==> src/rtl/andx_pkg.sv <==
package andx_pkg;

    localparam int INSN_W  = 16;
    localparam int DATA_W  = 8;
    localparam int FADR_W  = 8;
    localparam int BANK_W  = 4;
    localparam int ADDR_W  = FADR_W + BANK_W;
    localparam int OPC_W   = 6;
    localparam int OPC_LSB = INSN_W - OPC_W;
    localparam int DST_BIT = 9;
    localparam int SEL_BIT = 8;

    localparam logic [OPC_W-1:0]  OPC_AND     = 6'b000101;
    localparam logic [BANK_W-1:0] ACC_LO_BANK = 4'h0;
    localparam logic [BANK_W-1:0] ACC_HI_BANK = 4'hF;

    typedef enum logic [2:0] {
        PH_IDLE = 3'd0,
        PH_Q1   = 3'd1,
        PH_Q2   = 3'd2,
        PH_Q3   = 3'd3,
        PH_Q4   = 3'd4
    } phase_e;

    typedef struct packed {
        logic              hit;
        logic              to_file;
        logic              via_bank;
        logic [FADR_W-1:0] fadr;
    } dec_t;

    typedef struct packed {
        logic neg;
        logic zero;
    } flags_t;

    function automatic dec_t decode_word(input logic [INSN_W-1:0] w);
        dec_t d;
        d.hit      = (w[INSN_W-1:OPC_LSB] == OPC_AND);
        d.to_file  = w[DST_BIT];
        d.via_bank = w[SEL_BIT];
        d.fadr     = w[FADR_W-1:0];
        return d;
    endfunction

    function automatic logic [ADDR_W-1:0] access_map(input logic [FADR_W-1:0] f);
        return f[FADR_W-1] ? {ACC_HI_BANK, f} : {ACC_LO_BANK, f};
    endfunction

    function automatic flags_t flags_of(input logic [DATA_W-1:0] r);
        flags_t fl;
        fl.neg  = r[DATA_W-1];
        fl.zero = (r == '0);
        return fl;
    endfunction

endpackage

==> src/rtl/andx_decode.sv <==
module andx_decode
    import andx_pkg::*;
(
    input  logic [INSN_W-1:0] ir,
    output dec_t              dec
);
    always_comb dec = decode_word(ir);
endmodule

==> src/rtl/andx_addr.sv <==
module andx_addr
    import andx_pkg::*;
(
    input  dec_t              dec,
    input  logic [BANK_W-1:0] bank,
    output logic [ADDR_W-1:0] addr
);
    always_comb begin
        if (dec.via_bank) addr = {bank, dec.fadr};
        else              addr = access_map(dec.fadr);
    end
endmodule

==> src/rtl/andx_alu.sv <==
module andx_alu
    import andx_pkg::*;
#(
    parameter int WIDTH = DATA_W
) (
    input  logic [WIDTH-1:0] a,
    input  logic [WIDTH-1:0] b,
    output logic [WIDTH-1:0] y
);
    for (genvar i = 0; i < WIDTH; i++) begin : g_bit
        assign y[i] = a[i] & b[i];
    end
endmodule

==> src/rtl/andx_seq.sv <==
module andx_seq
    import andx_pkg::*;
(
    input  logic   clk,
    input  logic   rst,
    input  logic   start,
    input  logic   hit,
    output logic   accept,
    output phase_e phase
);
    phase_e nxt;

    assign accept = start && (phase == PH_IDLE);

    always_comb begin
        nxt = phase;
        unique case (phase)
            PH_IDLE: if (accept) nxt = PH_Q1;
            PH_Q1:   nxt = hit ? PH_Q2 : PH_IDLE;
            PH_Q2:   nxt = PH_Q3;
            PH_Q3:   nxt = PH_Q4;
            PH_Q4:   nxt = PH_IDLE;
            default: nxt = PH_IDLE;
        endcase
    end

    always_ff @(posedge clk) begin
        if (rst) phase <= PH_IDLE;
        else     phase <= nxt;
    end
endmodule

==> src/rtl/andx_exec.sv <==
module andx_exec
    import andx_pkg::*;
(
    input  logic              clk,
    input  logic              rst,
    input  logic              start,
    input  logic [INSN_W-1:0] instr,
    input  logic [BANK_W-1:0] bank,
    input  logic              w_ld,
    input  logic [DATA_W-1:0] w_ld_data,
    output logic [ADDR_W-1:0] mem_addr,
    output logic              mem_rd_en,
    input  logic [DATA_W-1:0] mem_rd_data,
    output logic              mem_wr_en,
    output logic [DATA_W-1:0] mem_wr_data,
    output logic [DATA_W-1:0] w_out,
    output logic              flag_n,
    output logic              flag_z,
    output logic              busy,
    output logic              done
);
    phase_e            phase;
    logic              accept;
    logic [INSN_W-1:0] ir_q;
    dec_t              dec_c, dec_q;
    logic [ADDR_W-1:0] addr_c, addr_q;
    logic [DATA_W-1:0] opnd_q, and_c, res_q, w_q;
    flags_t            flg_pend, flg_q;

    andx_seq u_seq (
        .clk    (clk),
        .rst    (rst),
        .start  (start),
        .hit    (dec_c.hit),
        .accept (accept),
        .phase  (phase)
    );

    andx_decode u_dec (
        .ir  (ir_q),
        .dec (dec_c)
    );

    andx_addr u_addr (
        .dec  (dec_c),
        .bank (bank),
        .addr (addr_c)
    );

    andx_alu #(.WIDTH(DATA_W)) u_alu (
        .a (w_q),
        .b (opnd_q),
        .y (and_c)
    );

    // Q0/Q1: capture word, latch decoded fields and address
    always_ff @(posedge clk) begin
        if (rst) begin
            ir_q   <= '0;
            dec_q  <= '0;
            addr_q <= '0;
        end else begin
            if (accept) ir_q <= instr;
            if (phase == PH_Q1) begin
                dec_q  <= dec_c;
                addr_q <= addr_c;
            end
        end
    end

    // Q2 read, Q3 compute
    always_ff @(posedge clk) begin
        if (rst) begin
            opnd_q   <= '0;
            res_q    <= '0;
            flg_pend <= '0;
        end else begin
            if (phase == PH_Q2) opnd_q <= mem_rd_data;
            if (phase == PH_Q3) begin
                res_q    <= and_c;
                flg_pend <= flags_of(and_c);
            end
        end
    end

    // Q4 commit; W preload only while idle
    always_ff @(posedge clk) begin
        if (rst) begin
            w_q   <= '0;
            flg_q <= '0;
        end else begin
            if (phase == PH_IDLE && w_ld)
                w_q <= w_ld_data;
            else if (phase == PH_Q4 && !dec_q.to_file)
                w_q <= res_q;
            if (phase == PH_Q4)
                flg_q <= flg_pend;
        end
    end

    assign mem_addr    = addr_q;
    assign mem_rd_en   = (phase == PH_Q2);
    assign mem_wr_en   = (phase == PH_Q4) && dec_q.to_file;
    assign mem_wr_data = res_q;
    assign w_out       = w_q;
    assign flag_n      = flg_q.neg;
    assign flag_z      = flg_q.zero;
    assign busy        = (phase != PH_IDLE);
    assign done        = (phase == PH_Q4);
endmodule

==> config.mk <==
export PLATFORM = sky130hd
export DESIGN_NAME = andx_exec
export DESIGN_NICKNAME = d
export VERILOG_FILES = /design/src/rtl/andx_pkg.sv /design/src/rtl/andx_decode.sv /design/src/rtl/andx_addr.sv /design/src/rtl/andx_alu.sv /design/src/rtl/andx_seq.sv /design/src/rtl/andx_exec.sv
export SDC_FILE = /design/constraint.sdc
export NUM_CORES = 1
export LEC_CHECK = 0
export ABC_AREA = 1
export CAP_MARGIN = 20
export CORE_MARGIN = 5
export CORE_UTILIZATION = 49
export CTS_CLUSTER_DIAMETER = 200
export DETAILED_ROUTE_END_ITERATION = 8
export HOLD_SLACK_MARGIN = 0.02
export PLACE_DENSITY = 0.95
export SLEW_MARGIN = 0
export SYNTH_ARGS = -nofsm -noshare
export SYNTH_HDL_FRONTEND = slang
export SYNTH_SLANG_ARGS = --single-unit
==> constraint.sdc <==
create_clock -name clk -period 3.35 [get_ports clk]
set_input_delay 0.67 -clock clk [delete_from_list [all_inputs] [get_ports clk]]
set_output_delay 0.67 -clock clk [all_outputs]
set_load 0.03 [all_outputs]
==> key figures <==
Outcome
  – Status: finished, final reports clean

STA
  – Slew HR: 36.38%
  – Final Setup Violations: 0
  – Clock Skew: a little under 6 ps
  – Minimum clock period: 3007 ps
  – RSZ-0062 raised after global routing: false
  – Final Max Slew Viols: 0
  – Slew @ Worst Pin: about 950 ps
  – Fin Hold WS: ~440 ps
  – Final hold vios: 0
  – Period utilisation layout: roughly 90%
  – Final worst slack: around 340 ps
  – Fmax: roughly 330 MHz
  – Fin Setup TNS: 0 ps

Clock tree
  – Clk buf depth: 2
  – Post CTS Setup Buffer Count: 0
  – Num Clock Sinks: 59
  – H-tree depth: 3
  – Inserted Clock Buffers: 9
  – Clock transition at path regs: about 60 ps
  – Worst skew pair latency: 330 ps
  – CTS tree: yes
  – Post-CTS Hold Buffers: 0
  – CTS root buffer: clkbuf_8
  – PostCTS Resize Cnt: 0

Route
  – Pre-antenna DRT Iters: 4
  – ANT nets after route: 0
  – WL met1: 2.412 mm
  – Met2 routed WL: ~3.1 mm
  – Routed via count: approximately 2300
  – DR iter-0 viols: between 100 and 150
  – Total Wirelength: 5.945 mm
  – Met3 WL: about 370 µm
  – Via density: 5.227
  – WL/cell: 13.48 µm
  – Top Metal Used: met4
  – # DRC: 0

Layout
  – Layout fillers: approximately 360
  – Ant diodes: 0
  – Final Net Count: ~420
  – Post-layout utilization of the core: roughly 70%
  – Register area: 1181 µm²
  – Fin area: approximately 3300 µm²
  – Most common cell after layout, fill and taps aside: clkdlybuf4s50_1
  – Commonest non-fill, non-tap cells in the layout: clkdlybuf4s50_1, dfxtp_1, inv_1
  – Layout cell share with drive strength beyond 1: between 5 and 6%
  – Area Overhead vs Synth: 38.18%
  – Multi-input logic area: about 900 µm²

Yosys
  – Syn avg cell area: around 7.5 µm²
  – Synth Warn #: 0
  – Syn nets: 355
  – Yosys reg bits: 59
  – Seq/Total Area, Yosys: around half
  – Post-synth cell types: 19
  – Mapped Cells: roughly 320
  – Synth Cell Area: roughly 2400 µm²

Floorplanning
  – Horiz. Die Dim: slightly below 80 µm
  – Full die area: approximately 6300 µm²
  – Core area: around 4700 µm²
  – Initial Utilization: about half
  – I/O pins: between 70 and 80
  – FP Rows: 25
  – Die height: around 79 µm

Global route
  – First-pass GRT wire length: about 9.8 mm
  – Antenna violations before repair: 0
  – All-Layer GR Usage: around 20%
  – Vias in the first global route: 2239
  – Largest net degree at the start of global routing: 45
  – GRT overflow: 0

Hold path
  – WHS Endpoint: ir_q[6]
  – HP Class: reg2reg
  – Worst hold path cell count: 2
  – Worst hold start: ir_q[6]

Place
  – Place WS: 680.8 ps
  – DP Area: around 3100 µm²
  – Final HPWL from detailed placement: between 4 and 5 mm
  – Final Wtd Congestion: around 0.8
  – I/O Buffers: 73

Pwr
  – Comb power frac: ~14%
  – Sw frac: 25.27%
  – Sequential share of power: 49.9%
  – Max IR drop VDD: about 0.3 mV
  – Clock share of power: ~36%
  – Pwr per Cell Area: 464.8 nW/µm²
  – Lkg Pwr: ~1.3 nW
  – Switching power: about 380 µW
  – Int Pwr: about 1.1 mW

Worst setup path
  – RR Endpoint: ir_q[9]
  – Worst stage delay on the critical path: approximately 700 ps
  – Slowest CP cell: clkdlybuf4s50_1
  – Kind of critical path: reg2out
  – CP Max Fanout: 13
  – Worst EP required: 2680 ps
  – Arrival time worst endpoint: ~2300 ps
  – CP startpoint kind: flop
  – Crit-path cells: nor2_2 > nand2_1 > inv_2 > clkdlybuf4s50_1
  – Crit end category: primary output
  – R2r worst-path depth: 4
  – R2r setup slk: roughly 1100 ps
  – Critical R2R Launch: u_seq.phase[2]

Flow run
  – MaxCap Viol Count: 0
[cell usage after synthesis, drive strengths merged]
master   n  share of area [%]
dfxtp   59                 50
inv     52                8.3
a21oi   45                9.6
o21ai   45                9.6
nand2   33                5.4
nor2    28                4.6
nand3   22                5.2
clkbuf  10                1.6
nand4    8                2.1
buf      7                1.8
a211oi   3               0.96
nand3b   2               0.64
nor3     1               0.21
[routing by layer]
| layer | vias to the layer above | global-route usage (%) |
|---|---|---|
| li1 | 1160 | - |
| met1 | 1051 | 22.72 |
| met2 | 86 | 35.52 |
| met3 | 8 | 5.556 |
| met4 | 0 | 7.732 |
| met5 | - | 0 |
[kinds of logic after synthesis]
family / synth area share (%)
AND/OR/NAND/NOR: 18.11
AO/OA/AOI/OAI: 20.07
buffers and inverters: 11.68
flip-flops: 50.13
[per-stage QoR]
step	cells	power, mW
after floorplan	315	0.8833
after global placement	427	0.9729
after detailed placement	427	0.9808
after CTS	441	1.522
after global routing	441	1.588
final	441	1.513
[how the worst max path moves through the flow]
stage	endpoint	startpoint	slack [ps]
4_1_cts	mem_rd_en	u_seq.phase[2]	320
2_1_floorplan	mem_wr_en	u_seq.phase[0]	1740
3_3_place_gp	mem_rd_en	u_seq.phase[2]	760
6_report	mem_rd_en	u_seq.phase[2]	340
5_1_grt	mem_rd_en	u_seq.phase[2]	130
3_5_place_dp	mem_rd_en	u_seq.phase[2]	680
[critical path: cells and delay by family (launching register included)]
family,cells,cell delay (ps)
buffers and inverters,2,920
DFF,1,340
and+or+nand+nor,2,750
[registers in the layout (all words and copies together), names as in the netlist]
name	flops
opnd_q	8
mem_wr_data	8
flag_n	1
flg_pend	1
mem_addr	12
ir_q	16
flag_z	1
dec_q	1
w_out	8
u_seq.phase	3
[power by group through the flow]
| stage | logic [mW] | registers [mW] | clock network, mW |
|---|---|---|---|
| 2_1_floorplan | 0.0857 | 0.798 | 0 |
| 3_3_place_gp | 0.204 | 0.769 | 0 |
| 3_5_place_dp | 0.210 | 0.771 | 0 |
| 4_1_cts | 0.211 | 0.756 | 0.555 |
| 5_1_grt | 0.230 | 0.760 | 0.597 |
| 6_report | 0.211 | 0.756 | 0.547 |
[final cells by class]
| cell class | count | area share [%] |
|---|---|---|
| inverter | 52 | 5.995 |
| timing repair buffer | 75 | 22.91 |
| tap | 54 | 2.075 |
| sequential | 59 | 36.28 |
| multi-input combinational | 187 | 27.63 |
| clock buffer | 11 | 4.650 |
| clock inverter | 3 | 0.4612 |
Power figures use the tool's default switching activity.
